--- src/rtl/tick_reinj_pkg.sv ---
package tick_reinj_pkg;

   // Decoded per-cycle event; a clear outranks everything else
   typedef enum logic [2:0] {
      EV_IDLE  = 3'd0,
      EV_TICK  = 3'd1,
      EV_ACK   = 3'd2,
      EV_BOTH  = 3'd3,
      EV_CLEAR = 3'd4
   } tr_evt_e;

   localparam int unsigned TR_CNT_W_MIN = 1;
   localparam int unsigned TR_CNT_W_MAX = 16;

endpackage

--- src/rtl/tr_event_decode.sv ---
module tr_event_decode
   import tick_reinj_pkg::*;
(
   input  logic    expire_i,
   input  logic    ack_i,
   input  logic    unmask_i,
   input  logic    reprog_i,
   output tr_evt_e evt_o,
   output logic    clear_o,
   output logic    ack_eff_o
);

   always_comb begin
      clear_o = unmask_i | reprog_i;
      if (clear_o)                 evt_o = EV_CLEAR;
      else if (expire_i && ack_i)  evt_o = EV_BOTH;
      else if (expire_i)           evt_o = EV_TICK;
      else if (ack_i)              evt_o = EV_ACK;
      else                         evt_o = EV_IDLE;
      ack_eff_o = ack_i & ~clear_o;
   end

endmodule

--- src/rtl/tr_pend_counter.sv ---
module tr_pend_counter
   import tick_reinj_pkg::*;
#(
   parameter int unsigned CNT_W = 4
) (
   input  logic             clk,
   input  logic             rst_n,
   input  tr_evt_e          evt_i,
   input  logic             reinject_en_i,
   output logic [CNT_W-1:0] pend_o,
   output logic             sched_req_o
);

   localparam logic [CNT_W-1:0] PEND_MAX  = {CNT_W{1'b1}};
   localparam logic [CNT_W-1:0] PEND_ZERO = '0;
   localparam logic [CNT_W-1:0] PEND_ONE  = {{(CNT_W-1){1'b0}}, 1'b1};

   logic [CNT_W-1:0] pend_q, pend_d;
   logic             counts_tick;
   logic             is_zero, is_full;

   assign is_zero     = (pend_q == PEND_ZERO);
   assign is_full     = (pend_q == PEND_MAX);
   assign counts_tick = reinject_en_i | is_zero;

   always_comb begin
      pend_d      = pend_q;
      sched_req_o = 1'b0;
      unique case (evt_i)
         EV_TICK: begin
            if (counts_tick) begin
               pend_d      = is_full ? pend_q : pend_q + PEND_ONE;
               sched_req_o = 1'b1;
            end
         end
         EV_ACK: begin
            pend_d      = is_zero ? PEND_ZERO : pend_q - PEND_ONE;
            sched_req_o = (pend_d != PEND_ZERO);
         end
         EV_BOTH: begin
            sched_req_o = 1'b1;
         end
         EV_CLEAR: begin
            pend_d = PEND_ZERO;
         end
         default: ;
      endcase
   end

   always_ff @(posedge clk) begin
      if (!rst_n) pend_q <= PEND_ZERO;
      else        pend_q <= pend_d;
   end

   assign pend_o = pend_q;

   // a counted tick below the ceiling adds exactly one
   p_tick_inc_r2: assert property (@(posedge clk) disable iff (!rst_n)
      (evt_i == EV_TICK && counts_tick && !is_full) |=> (pend_q == $past(pend_q) + PEND_ONE));
   // dropped tick leaves the count alone
   p_tick_drop_r3: assert property (@(posedge clk) disable iff (!rst_n)
      (evt_i == EV_TICK && !reinject_en_i && !is_zero) |=> $stable(pend_q));
   // no wrap at the ceiling
   p_no_overflow_r4: assert property (@(posedge clk) disable iff (!rst_n)
      (evt_i == EV_TICK && is_full) |=> (pend_q == PEND_MAX));
   // spurious acknowledge never underflows
   p_no_underflow_r5: assert property (@(posedge clk) disable iff (!rst_n)
      (evt_i == EV_ACK && is_zero) |=> (pend_q == PEND_ZERO));
   // simultaneous tick and acknowledge cancel
   p_both_hold_r6: assert property (@(posedge clk) disable iff (!rst_n)
      (evt_i == EV_BOTH) |=> $stable(pend_q));
   // clear empties the count
   p_clear_zero_r9: assert property (@(posedge clk) disable iff (!rst_n)
      (evt_i == EV_CLEAR) |=> (pend_q == PEND_ZERO));

endmodule

--- src/rtl/tr_deliver_gate.sv ---
module tr_deliver_gate (
   input  logic clk,
   input  logic rst_n,
   input  logic sched_req_i,
   input  logic ack_i,
   input  logic clear_i,
   output logic irq_o
);

   logic sched_q, acked_q, irq_q;
   logic deliver;
   logic sched_d, acked_d;

   // An attempt waits out a pulse still on the line so pulses never merge
   assign deliver = sched_q & acked_q & ~irq_q & ~clear_i;

   always_comb begin
      if (clear_i) begin
         sched_d = 1'b0;
         acked_d = 1'b1;
      end else begin
         sched_d = sched_req_i | (sched_q & irq_q);
         if (ack_i)        acked_d = 1'b1;
         else if (deliver) acked_d = 1'b0;
         else              acked_d = acked_q;
      end
   end

   always_ff @(posedge clk) begin
      if (!rst_n) begin
         sched_q <= 1'b0;
         acked_q <= 1'b1;
         irq_q   <= 1'b0;
      end else begin
         sched_q <= sched_d;
         acked_q <= acked_d;
         irq_q   <= deliver;
      end
   end

   assign irq_o = irq_q;

   // an attempt with the flag clear yields no pulse
   p_gate_closed_r7: assert property (@(posedge clk) disable iff (!rst_n)
      (sched_q && !acked_q) |=> !irq_o);
   // pulses are a single cycle wide
   p_single_pulse_r7: assert property (@(posedge clk) disable iff (!rst_n)
      irq_o |=> !irq_o);
   // every acknowledge leaves the flag set
   p_ack_sets_r8: assert property (@(posedge clk) disable iff (!rst_n)
      ack_i |=> acked_q);
   // clear cancels and re-arms
   p_clear_arm_r9: assert property (@(posedge clk) disable iff (!rst_n)
      clear_i |=> (acked_q && !sched_q && !irq_o));

endmodule

--- src/rtl/tick_reinject_tracker.sv ---
module tick_reinject_tracker
   import tick_reinj_pkg::*;
#(
   parameter int unsigned CNT_W = 4
) (
   input  logic clk,
   input  logic rst_n,
   input  logic expire_i,
   input  logic ack_i,
   input  logic unmask_i,
   input  logic reprog_i,
   input  logic reinject_en_i,
   output logic irq_o
);

   if (CNT_W < TR_CNT_W_MIN || CNT_W > TR_CNT_W_MAX) begin : g_bad_width
      $error("tick_reinject_tracker: CNT_W out of range");
   end

   tr_evt_e          evt;
   logic             clear;
   logic             ack_eff;
   logic             sched_req;
   logic [CNT_W-1:0] pend;

   tr_event_decode u_decode (
      .expire_i  (expire_i),
      .ack_i     (ack_i),
      .unmask_i  (unmask_i),
      .reprog_i  (reprog_i),
      .evt_o     (evt),
      .clear_o   (clear),
      .ack_eff_o (ack_eff)
   );

   tr_pend_counter #(.CNT_W(CNT_W)) u_count (
      .clk           (clk),
      .rst_n         (rst_n),
      .evt_i         (evt),
      .reinject_en_i (reinject_en_i),
      .pend_o        (pend),
      .sched_req_o   (sched_req)
   );

   tr_deliver_gate u_gate (
      .clk         (clk),
      .rst_n       (rst_n),
      .sched_req_i (sched_req),
      .ack_i       (ack_eff),
      .clear_i     (clear),
      .irq_o       (irq_o)
   );

   // the line is low during and right after reset
   p_reset_quiet_r1: assert property (@(posedge clk)
      !rst_n |=> !irq_o);
   // an acknowledge with nothing outstanding schedules nothing
   p_spurious_quiet_r5: assert property (@(posedge clk) disable iff (!rst_n)
      (evt == EV_ACK && pend == '0) |-> !sched_req);

endmodule

--- config.mk ---
export PLATFORM = sky130hd
export DESIGN_NAME = tick_reinject_tracker
export DESIGN_NICKNAME = d
export VERILOG_FILES = /design/src/rtl/tick_reinj_pkg.sv /design/src/rtl/tr_event_decode.sv /design/src/rtl/tr_pend_counter.sv /design/src/rtl/tr_deliver_gate.sv /design/src/rtl/tick_reinject_tracker.sv
export SDC_FILE = /design/constraint.sdc
export NUM_CORES = 1
export LEC_CHECK = 0
export ABC_AREA = 1
export BUFFER_PORTS_ARGS = -buffer_cell sky130_fd_sc_hd__clkbuf_2
export CAP_MARGIN = 20
export CORE_AREA = 8 8 49 51
export CTS_CLUSTER_DIAMETER = 80
export DETAILED_ROUTE_END_ITERATION = 10
export DIE_AREA = 0 0 57 59
export PLACE_DENSITY = 0.6
export SYNTH_ARGS = -nofsm -noshare
export SYNTH_HDL_FRONTEND = slang
export SYNTH_SLANG_ARGS = --single-unit
export TNS_END_PERCENT = 1
--- constraint.sdc ---
create_clock -name clk -period 1.2 [get_ports clk]
set_input_delay 0 -clock clk [delete_from_list [all_inputs] [get_ports clk]]
set_output_delay 0 -clock clk [all_outputs]
set_load 0.1 [all_outputs]
## After elaboration in Yosys (flattened, before gate mapping)

Index checks and enable logic that the tools add are counted.

- Output and inout port bits: 1
- Word-level logic and storage cells: 41
- Input bits: 7
- Register bits: 7

- Bitwise logic cells: 11
- Mux-type cells: 10
- Add/sub/neg operators: 2
- Reduce and logical (&&, ||, !) cells: 7
- Equal/unequal tests: 7

Operators with widths:

| cell | number |
|---|---|
| $mux 4 | 3 |
| $pmux 4 s3 | 1 |
| $mux 3 | 3 |
| $eq 3x2->1 const B | 2 |
| $and 1x1->1 | 5 |
| $add 4x1->4 const B | 1 |
| $eq 4x4->1 const B | 1 |
| $logic_not 4->1 | 1 |
| $reduce_bool 4->1 | 1 |
| $sub 4x1->4 const B | 1 |
| $eq 3x1->1 const B | 1 |
| $eq 3x3->1 const B | 1 |
| $not 1->1 | 3 |
| $or 1x1->1 | 3 |
| $pmux 1 s3 | 1 |
| $reduce_and 3->1 | 1 |
| $reduce_bool 3->1 | 1 |
| $reduce_or 3->1 | 1 |
| $mux 2 | 1 |
| $ne 2x1->1 const B | 1 |
| $ne 2x2->1 const B | 1 |
| $reduce_or 2->1 | 1 |
| $logic_and 1x1->1 | 1 |
| $mux 1 | 1 |

## Longest topological paths before layout

Gate-level depths: netlist of the first run.

- Word-level depth: 7
- Depth in mapped cells: 11
- Mapped depth without buffers: 11

## Hierarchy

Synthesis of the first run repeated with hierarchy kept, for this count alone.

- Cells, all modules: 105
- Area, all modules: 653.1 µm²

By module, submodules not included:

| module | seq. area each (µm²) | area an instance (µm²) | instances | cells an instance |
|---|---|---|---|---|
| tr_pend_counter | 80.1 | 500.5 | 1 | 80 |
| tr_deliver_gate | 60.1 | 112.6 | 1 | 16 |
| tr_event_decode | 0.0 | 40.0 | 1 | 9 |

## Least setup slack after synthesis of the first run

Ideal clock, no wire load.

- Kind: reg-to-reg
- From: register u_gate.irq_q (netlist: u_gate.irq_o)
- To: register u_gate.sched_q
- Stages on the path, launching flop included: 7
- Data arrival time: 1.327 ns
- Library setup time: 0.056 ns
- Setup slack: -0.183 ns
- Clock period less this slack: 1.383 ns
- Path through: dfxtp_1 > nand2_1 > nand2_1 > inv_1 > nand3_1 > nand2_1 > inv_1

- Word-level cells in the longest chain between the ends: 2

RTL lines:

| item | RTL line | text |
|---|---|---|
| start, declared | tr_deliver_gate.sv:10 | `logic sched_q, acked_q, irq_q;` |
| start signal, assigned | tr_deliver_gate.sv:37 | `irq_q <= deliver;` |
| $and 1x1->1 | tr_deliver_gate.sv:22 | `sched_d = sched_req_i \| (sched_q & irq_q);` |
| $or 1x1->1 | tr_deliver_gate.sv:22 |  |
| end signal, assigned | tr_deliver_gate.sv:35 | `sched_q <= sched_d;` |
| end, declared | tr_deliver_gate.sv:10 |  |

Every way passes these cells.
A chain may end at the register's enable or synchronous reset.

## Worst setup path in the final report of the first run

- From: register u_count.pend_q[1] (netlist: u_count.pend_o[1])
- To: register u_gate.sched_q

- Word-level cells in the longest chain between the ends: 5
- Elaborated cells between the ends (all ways): 8
- Classes of those cells: add/sub: 1; mux: 3; bitwise: 2; reduce/logical: 2

RTL lines:

| item | RTL line | text |
|---|---|---|
| start, declared | tr_pend_counter.sv:18 | `logic [CNT_W-1:0] pend_q, pend_d;` |
| start signal, assigned | tr_pend_counter.sv:52 | `else pend_q <= pend_d;` |
| $sub 4x1->4 or $logic_not 4->1 (tied branches) | tr_pend_counter.sv:37, tr_pend_counter.sv:22 |  |
| $mux 4 or $or 1x1->1 (tied branches) | tr_pend_counter.sv:37, tr_pend_counter.sv:24 |  |
| $reduce_bool 4->1 or $mux 1 (tied branches) | tr_pend_counter.sv:38, tr_pend_counter.sv:31 |  |
| $pmux 1 s3 (*) | tr_pend_counter.sv:29 | `unique case (evt_i)` |
| $or 1x1->1 (*) | tr_deliver_gate.sv:22 |  |

Every way passes the cells marked *; elsewhere a longest branch is shown, timed or not.

==> summary.md, run 1 <==
| Metric | Value |
|---|---|
| Status | finished, final reports clean |
| DR pass1 iterations | 4 |
| Top FF cell, synth | dfxtp_1 |
| Fin. max-slew vios | 0 |
| CP Max Fanout | 4 |
| Post-synthesis cell area | roughly 620 µm² |
| Count leader, synth | nand2_1 |
| Ranking of synthesized cells by area | dfxtp_1 (22%), nand2_1 (19%), inv_1 (11%) |
| Crit-path max cell delay | 380 ps |
| Die height | 59 µm |
| Via/cell ratio | 4.73 |
| Bufs on Longest Clock Path | 2 |
| Total gr overflow | 0 |
| Final setup viols | 0 |
| Synth cell types | 17 |
| Nets | about 130 |
| YS warnings | 0 |
| Clk sinks | 7 |
| FMAX | 843 MHz |
| Std-Cell Rows | 15 |
| DRC | 0 |
| Critical Path RT | about 1400 ps |
| Multiplexer share of the synthesized area | 0% |
| Inserted Diodes | 0 |
| Mapped Cells | 108 |
| Final-report hold violation count | 0 |
| DP HPWL | between 1000 and 1500 µm |
| Post-Syn Nets | 118 |
| Commonest cells in the netlist | nand2_1 (32), inv_1 (19), nor2_1 (18) |
| Tmin final | approximately 1200 ps |
| Measured slew at the worst slew-check pin | roughly 290 ps |
| Starting density of the core | 37.8% |
| Leak | 0.000425 µW |
| CP Launch Type | flop |
| Vias | 657 |
| Hold Path Class | in2reg |
| Worst skew pair latency | roughly 260 ps |
| Post-Synth Adder-Cell Area | 6.01% |
| XOR/XNOR share of the synthesized area | 1.40% |
| Post-synthesis simple-gate area fraction | 53.3% |
| Tot Pwr | 694 µW |
| Largest net degree at the start of global routing | 10 |
| CTS Buf Count | 3 |
| Setup WS post-layout | between 10 and 15 ps |
| Worst slack at placement | -82.9 ps |
| Register area share after synthesis | 22.4% |
| Clock skew | 12.1 ps |
| RSZ-0062 raised after global routing | true |
| Synth Area in Compound Gates | under 10% |
| Clock H-tree levels | 1 |
| Initial DRC count | 16 |
| Post-synth EDFFs | 0 |
| Maximum vdd ir drop | 445 µV |
| Die width | 57 µm |
| Power density over cell area | 823 nW/µm² |
| Critical path's slowest cell | dfxtp_4 |
| Layout cell share with drive strength beyond 1 | between 30% and 40% |
| GR Util All Layers | under 10% |
| CP Cell Sequence | inv_4, ha_4, nand2_4, nand2_4, buf_4, nand2_1, nand3_1, nand2_1, inv_1 |
| DRT Wirelength | 1500 µm |
| CP Capture Type | flop |
| DRT antenna net count | 0 |
| Worst EP arrival | 1330 ps |
| CTS tree | done |
| Kind of critical path | reg2reg |
| Rel. slew slack | about four fifths |
| # IOs | 8 |
| Largest family of logic cells by synthesized area | simple AND/OR/NAND/NOR gates |
| Max-cap violations | 0 |
| CTS clk-pin slew, worst paths | about 60 ps |
| GP Congestion | 0.837 |
| Clk root buf | clkbuf_4 |
| Ys async rst share | 0% |
| Core ar. | 1650 µm² |
| IO Port Bufs | 7 |
| Area Overhead vs Synth | 35.1% |
| Mean Syn Cell Area | 5.78 µm² |
| Share of the synthesized area in the top cell type | 22.4% |
| Antenna violations before repair | 0 |
| Final period util | 98.8% |
| Synthesized flop and latch total | 7 |
| Routed WL per cell | 10.8 µm |
| Vias in the first global route | around 610 |
| First-pass GRT wire length | between 2000 and 3000 µm |
| Die area | about 3400 µm² |
| Largest area contributor in the netlist | dfxtp_1 |
## power breakdown
| group | internal, µW | switching [µW] |
|---|---|---|
| sequential | 239 | 19.8 |
| clock | 127 | 94.1 |
| combinational | 88.7 | 125 |
| total | 455 | 239 |
## layout by cell type, fill, tap and decap left out, drive strengths merged
| cell type | instances |
|---|---|
| buf | 5 |
| o21ai | 3 |
| nand3 | 14 |
| xnor2 | 1 |
| nand2 | 35 |
| inv | 20 |
| ha | 3 |
| nor2 | 22 |
| nand4 | 1 |
| dfxtp | 7 |
| clkbuf | 10 |
| nor3 | 1 |
## stage by stage
stage                     cells  TNS (ps)  util, %  hold WS (ps)  cell area, µm²
after floorplan             108         0        -           119             627
after global placement      135      -173     43.4           294             717
after detailed placement    135      -343     43.4           296             717
after CTS                   139     -7.65     45.5          8.39             751
after global routing        139      -272     51.1          12.1             843
final                       139         0     51.1          10.8             843
## critical path: cells and delay by family (launching register included)
kind                     cells  cell delay (ps)
AND/OR/NAND/NOR              5              330
adder cells (fa/ha/maj)      1              160
buffers and inverters        3              210
flip-flops                   1              380
## final cells by class
type	instances	area (µm²)
Clock buffer	4	26.3
Fill cell	181	808
Inverter	20	80.1
Multi-Input combinational cell	80	495
Sequential cell	7	153
Tap cell	17	21.3
Timing Repair Buffer	11	67.6
## flip-flops by register name, summed over array words and instances, names as in the netlist
signal,cells
u_gate.acked_q,1
u_gate.irq_o,1
u_gate.sched_q,1
u_count.pend_o,4
## final timing paths
path,startpoint,slack (ps),depth (start not counted),to
setup / recovery,u_count.pend_o[1]$_SDFFE_PN0P_,10,9,u_gate.sched_q$_SDFF_PP0_
hold / removal,rst_n,10,3,u_count.pend_o[1]$_SDFFE_PN0P_
setup reg to reg,u_count.pend_o[1]$_SDFFE_PN0P_,10,9,u_gate.sched_q$_SDFF_PP0_
hold reg to reg,u_gate.acked_q$_SDFFE_PP1P_,430,2,u_gate.irq_o$_SDFF_PN0_
## metal layers
metal / vias to the layer above / global-route usage (%) / part of all wire, %
li1: 355 / - / -
met1: 286 / 11.3 / 46
met2: 14 / 13.8 / 48
met3: 2 / 1.72 / 5.0
met4: 0 / 6.38 / 0.93
met5: - / 0 / 0
## timing repair
action | in CTS | in global routing
pin swaps | 7 | 9
buffers inserted | 1 | 0
resized for setup | 7 | 23
hold buffers | 0 | 0
endpoints found under the setup margin | 5 | 5
## cell families (layout without fill, tap and decap cells)
logic type / after synthesis / in the layout
buf+inv: 21 / 35
flops: 7 / 7
compound gates: 3 / 3
xor+xnor: 1 / 1
simple gates: 73 / 73
fa+ha+maj: 3 / 3
Power figures use the tool's default switching activity.
==> run 2, diff against run 1 <==
--- a/config.mk
+++ b/config.mk
@@ -8,12 +8,13 @@
 export ABC_AREA = 1
 export BUFFER_PORTS_ARGS = -buffer_cell sky130_fd_sc_hd__clkbuf_2
 export CAP_MARGIN = 20
-export CORE_AREA = 8 8 49 51
+export CORE_AREA = 8 8 50 52
 export CTS_CLUSTER_DIAMETER = 80
 export DETAILED_ROUTE_END_ITERATION = 10
-export DIE_AREA = 0 0 57 59
-export PLACE_DENSITY = 0.6
+export DIE_AREA = 0 0 58 60
+export PLACE_DENSITY = 0.59
 export SYNTH_ARGS = -nofsm -noshare
 export SYNTH_HDL_FRONTEND = slang
+export SYNTH_HIERARCHICAL = 1
 export SYNTH_SLANG_ARGS = --single-unit
 export TNS_END_PERCENT = 1
==> run 2 against run 1 <==
Final area up 4.9%. Cell count increased by 5.8%. Via count up 6.4%. The flow now finishes with violations (setup timing).
==> summary.md, run 2 <==
| Metric | Value |
|---|---|
| Status | complete, but fails checks (was finished, final reports clean) |
| Failing checks | setup timing |
| Critical Path RT | 1360 ps (was 1350 ps) |
| Commonest cells in the netlist | nand2_1 (23), nor2_1 (17), nand3_1 (16) (was nand2_1 (32), inv_1 (19), nor2_1 (18)) |
| First-pass GRT wire length | 2660 µm (was 2510 µm) |
| Post-synth EDFFs | 0 (unchanged) |
| Clock skew | 1.67 ps (was 12.1 ps) |
| FMAX | 746 MHz (was 843 MHz) |
| Gate power share | 38.1% (was 30.8%) |
| DRT antenna net count | 0 (unchanged) |
| Synthesized flop and latch total | 7 (unchanged) |
| Max-cap violations | 0 (unchanged) |
| DP HPWL | 1210 µm (was 1110 µm) |
| Measured slew at the worst slew-check pin | 280 ps (was 286 ps) |
| Die area | 3480 µm² (was 3360 µm²) |
| Switching share of power | 36.3% (was 34.4%) |
| NetSw | 289 µW (was 239 µW) |
| Final-report hold violation count | 0 (unchanged) |
| DRT Wirelength | 1480 µm (was 1500 µm) |
| Vias in the first global route | 676 (was 608) |
| Hold Path Class | in2reg (unchanged) |
| Die height | 60 µm (was 59 µm) |
| Share of the synthesized area in the top cell type | 21.5% (was 22.4%) |
| Starting density of the core | 36.2% (was 37.8%) |
| Most common cell after layout, fill and taps aside | nand2_1 (unchanged) |
| Post-CTS Hold Fix Bufs | 0 (unchanged) |
| CP Launch Type | flop (unchanged) |
| Worst hold slack | 18.4 ps (was 10.8 ps) |
| Worst skew pair latency | 260 ps (about the same) |
| Nets | 140 (was 133) |
| Worst EP arrival | 1500 ps (was 1330 ps) |
| Clk root buf | clkbuf_4 (unchanged) |
| RSZ-0062 raised after global routing | true (unchanged) |
| Largest net degree at the start of global routing | 8 (was 10) |
| Vias | 699 (was 657) |
| Via/cell ratio | 4.76 (was 4.73) |
| Maximum vdd ir drop | 632 µV (was 445 µV) |
| # IOs | 8 (unchanged) |
| Count leader, synth | nand2_1 (unchanged) |
| Std-Cell Rows | 16 (was 15) |
| Clock power frac | 28.5% (was 31.9%) |
| Clock H-tree levels | 1 (unchanged) |
| Tot Pwr | 798 µW (was 694 µW) |
| GP Congestion | 0.834 (was 0.837) |
| Area Overhead vs Synth | 35.4% (was 35.1%) |
| Fin. max-slew vios | 0 (unchanged) |
| CTS clk-pin slew, worst paths | 60 ps (about the same) |
| Synth cell types | 22 (was 17) |
| Core ar. | 1800 µm² (was 1650 µm²) |
| CTS tree | done (unchanged) |
| Rel. slew slack | 81.5% (was 80.9%) |
| Layout cell share with drive strength beyond 1 | 40.3% (was 35.2%) |
| DR pass1 iterations | 4 (unchanged) |
| Clk sinks | 7 (unchanged) |
| Fin Setup TNS | -523 ps (was 0 ps) |
| Final setup viols | 5 (was 0) |
| Antenna violations before repair | 0 (unchanged) |
| Most frequent cells in the layout | nand2_1 (23), nor2_1 (17), buf_4 (16) (was nand2_1 (29), nor2_1 (16), inv_1 (15)) |
| Kind of critical path | reg2reg (unchanged) |
| Die width | 58 µm (was 57 µm) |
| Total gr overflow | 0 (unchanged) |
| Ys async rst share | 0% (unchanged) |
| Post-Syn Nets | 115 (was 118) |
| Largest register FFs | 4 (unchanged) |
| Mean Syn Cell Area | 6.22 µm² (was 5.78 µm²) |
| Power density over cell area | 902 nW/µm² (was 823 nW/µm²) |
| GR Util All Layers | 9.92% (was 9.11%) |
| IO Port Bufs | 7 (unchanged) |
| Final Core Density | 49.1% (was 51.1%) |
| Leak | 0.000473 µW (was 0.000425 µW) |
| Reg power frac | 33.4% (was 37.3%) |
| Largest area contributor in the netlist | dfxtp_1 (unchanged) |
| DRC | 0 (unchanged) |
| CP Max Fanout | 4 (unchanged) |
| Setup WS post-layout | -141 ps (was 14.4 ps) |
| YS warnings | 6 (was 0) |
| Final period util | 112% (was 98.8%) |
| Tmin final | 1340 ps (was 1190 ps) |
| Worst slack at placement | -175 ps (was -82.9 ps) |
| Mapped Cells | 105 (was 108) |
| Initial DRC count | 11 (was 16) |
| Bufs on Longest Clock Path | 2 (unchanged) |
| CP Capture Type | flop (unchanged) |
| Routed WL per cell | 10.1 µm (was 10.8 µm) |
| Top FF cell, synth | dfxtp_1 (unchanged) |
| Post-synthesis cell area | 653 µm² (was 624 µm²) |
| Ranking of synthesized cells by area | dfxtp_1 (21%), nand2_1 (13%), nand3_1 (12%) (was dfxtp_1 (22%), nand2_1 (19%), inv_1 (11%)) |
| Inserted Diodes | 0 (unchanged) |
| CTS Buf Count | 3 (unchanged) |
| Register area share after synthesis | 21.5% (was 22.4%) |
| Pint | 509 µW (was 455 µW) |
==> run 2: power groups by stage <==
stage | registers (µW) | clock network [µW] | logic, µW
detailed placement | 271 | 0 | 292
CTS | 266 | 236 | 296
floorplan | 266 | 0 | 205
finish | 266 | 228 | 304
global placement | 270 | 0 | 291
global route | 268 | 251 | 343
==> run 2: path summary, 6_finish.rpt <==
check / startpoint / to / slack (ps) / depth (start not counted)
worst max-delay path: u_count/pend_o[0]$_SDFFE_PN0P_ / u_gate/sched_q$_SDFF_PP0_ / -140 / 9
worst min register to register: u_gate/acked_q$_SDFFE_PP1P_ / u_gate/acked_q$_SDFFE_PP1P_ / 450 / 2
worst max register to register: u_count/pend_o[0]$_SDFFE_PN0P_ / u_gate/sched_q$_SDFF_PP0_ / -140 / 9
worst min-delay path: rst_n / u_count/pend_o[0]$_SDFFE_PN0P_ / 20 / 3
==> run 2: cell families (layout without fill, tap and decap cells) <==
group                    after synthesis  in the layout  synth area share (%)
AO/OA/AOI/OAI                          6              6                  6.32
flip-flops                             7              7                  21.5
buffers and inverters                 19             43                  13.4
XOR/XNOR                               1              1                  1.34
AND/OR/NAND/NOR                       69             69                  51.7
adder cells (fa/ha/maj)                3              3                  5.75
==> run 2: area by class of cell <==
class                      count  area [µm²]
fill                         192         917
timing repair buffer          22         150
inverter                      17        73.8
clock buffer                   3        22.5
sequential                     7         148
tap                           18        22.5
multi-input combinational     79         463
clock inverter                 1        5.00
==> run 2: routing by layer <==
layer  track usage (%)  routed length [µm]  up-vias
li1                  -                   -      370
met1              9.87                 620      308
met2              18.2                 773       17
met3              3.01                  70        4
met4              5.24                  21        0
met5                 0                   0        -
==> run 2: through the flow <==
step	cell area (µm²)	cells
2_1_floorplan	676	105
3_3_place_gp	830	143
3_5_place_dp	830	143
4_1_cts	867	147
5_1_grt	885	147
6_report	885	147
==> run 2: timing repair <==
action / CTS / global route
resized for setup: 2 / 5
buffers inserted: 0 / 0
endpoints found under the hold margin: 0 / 0
pin swaps: 4 / 0
setup endpoints to repair: 5 / 5
==> run 2: critical path, stage by stage (launching register included) <==
cell     delay (ps)
dfxtp_4         370
inv_4            50
ha_4            160
or2_1           220
nand3_2          90
nand3_2          60
nor2_1           90
nor2_1           50
a21oi_1         110
nor2_1           50
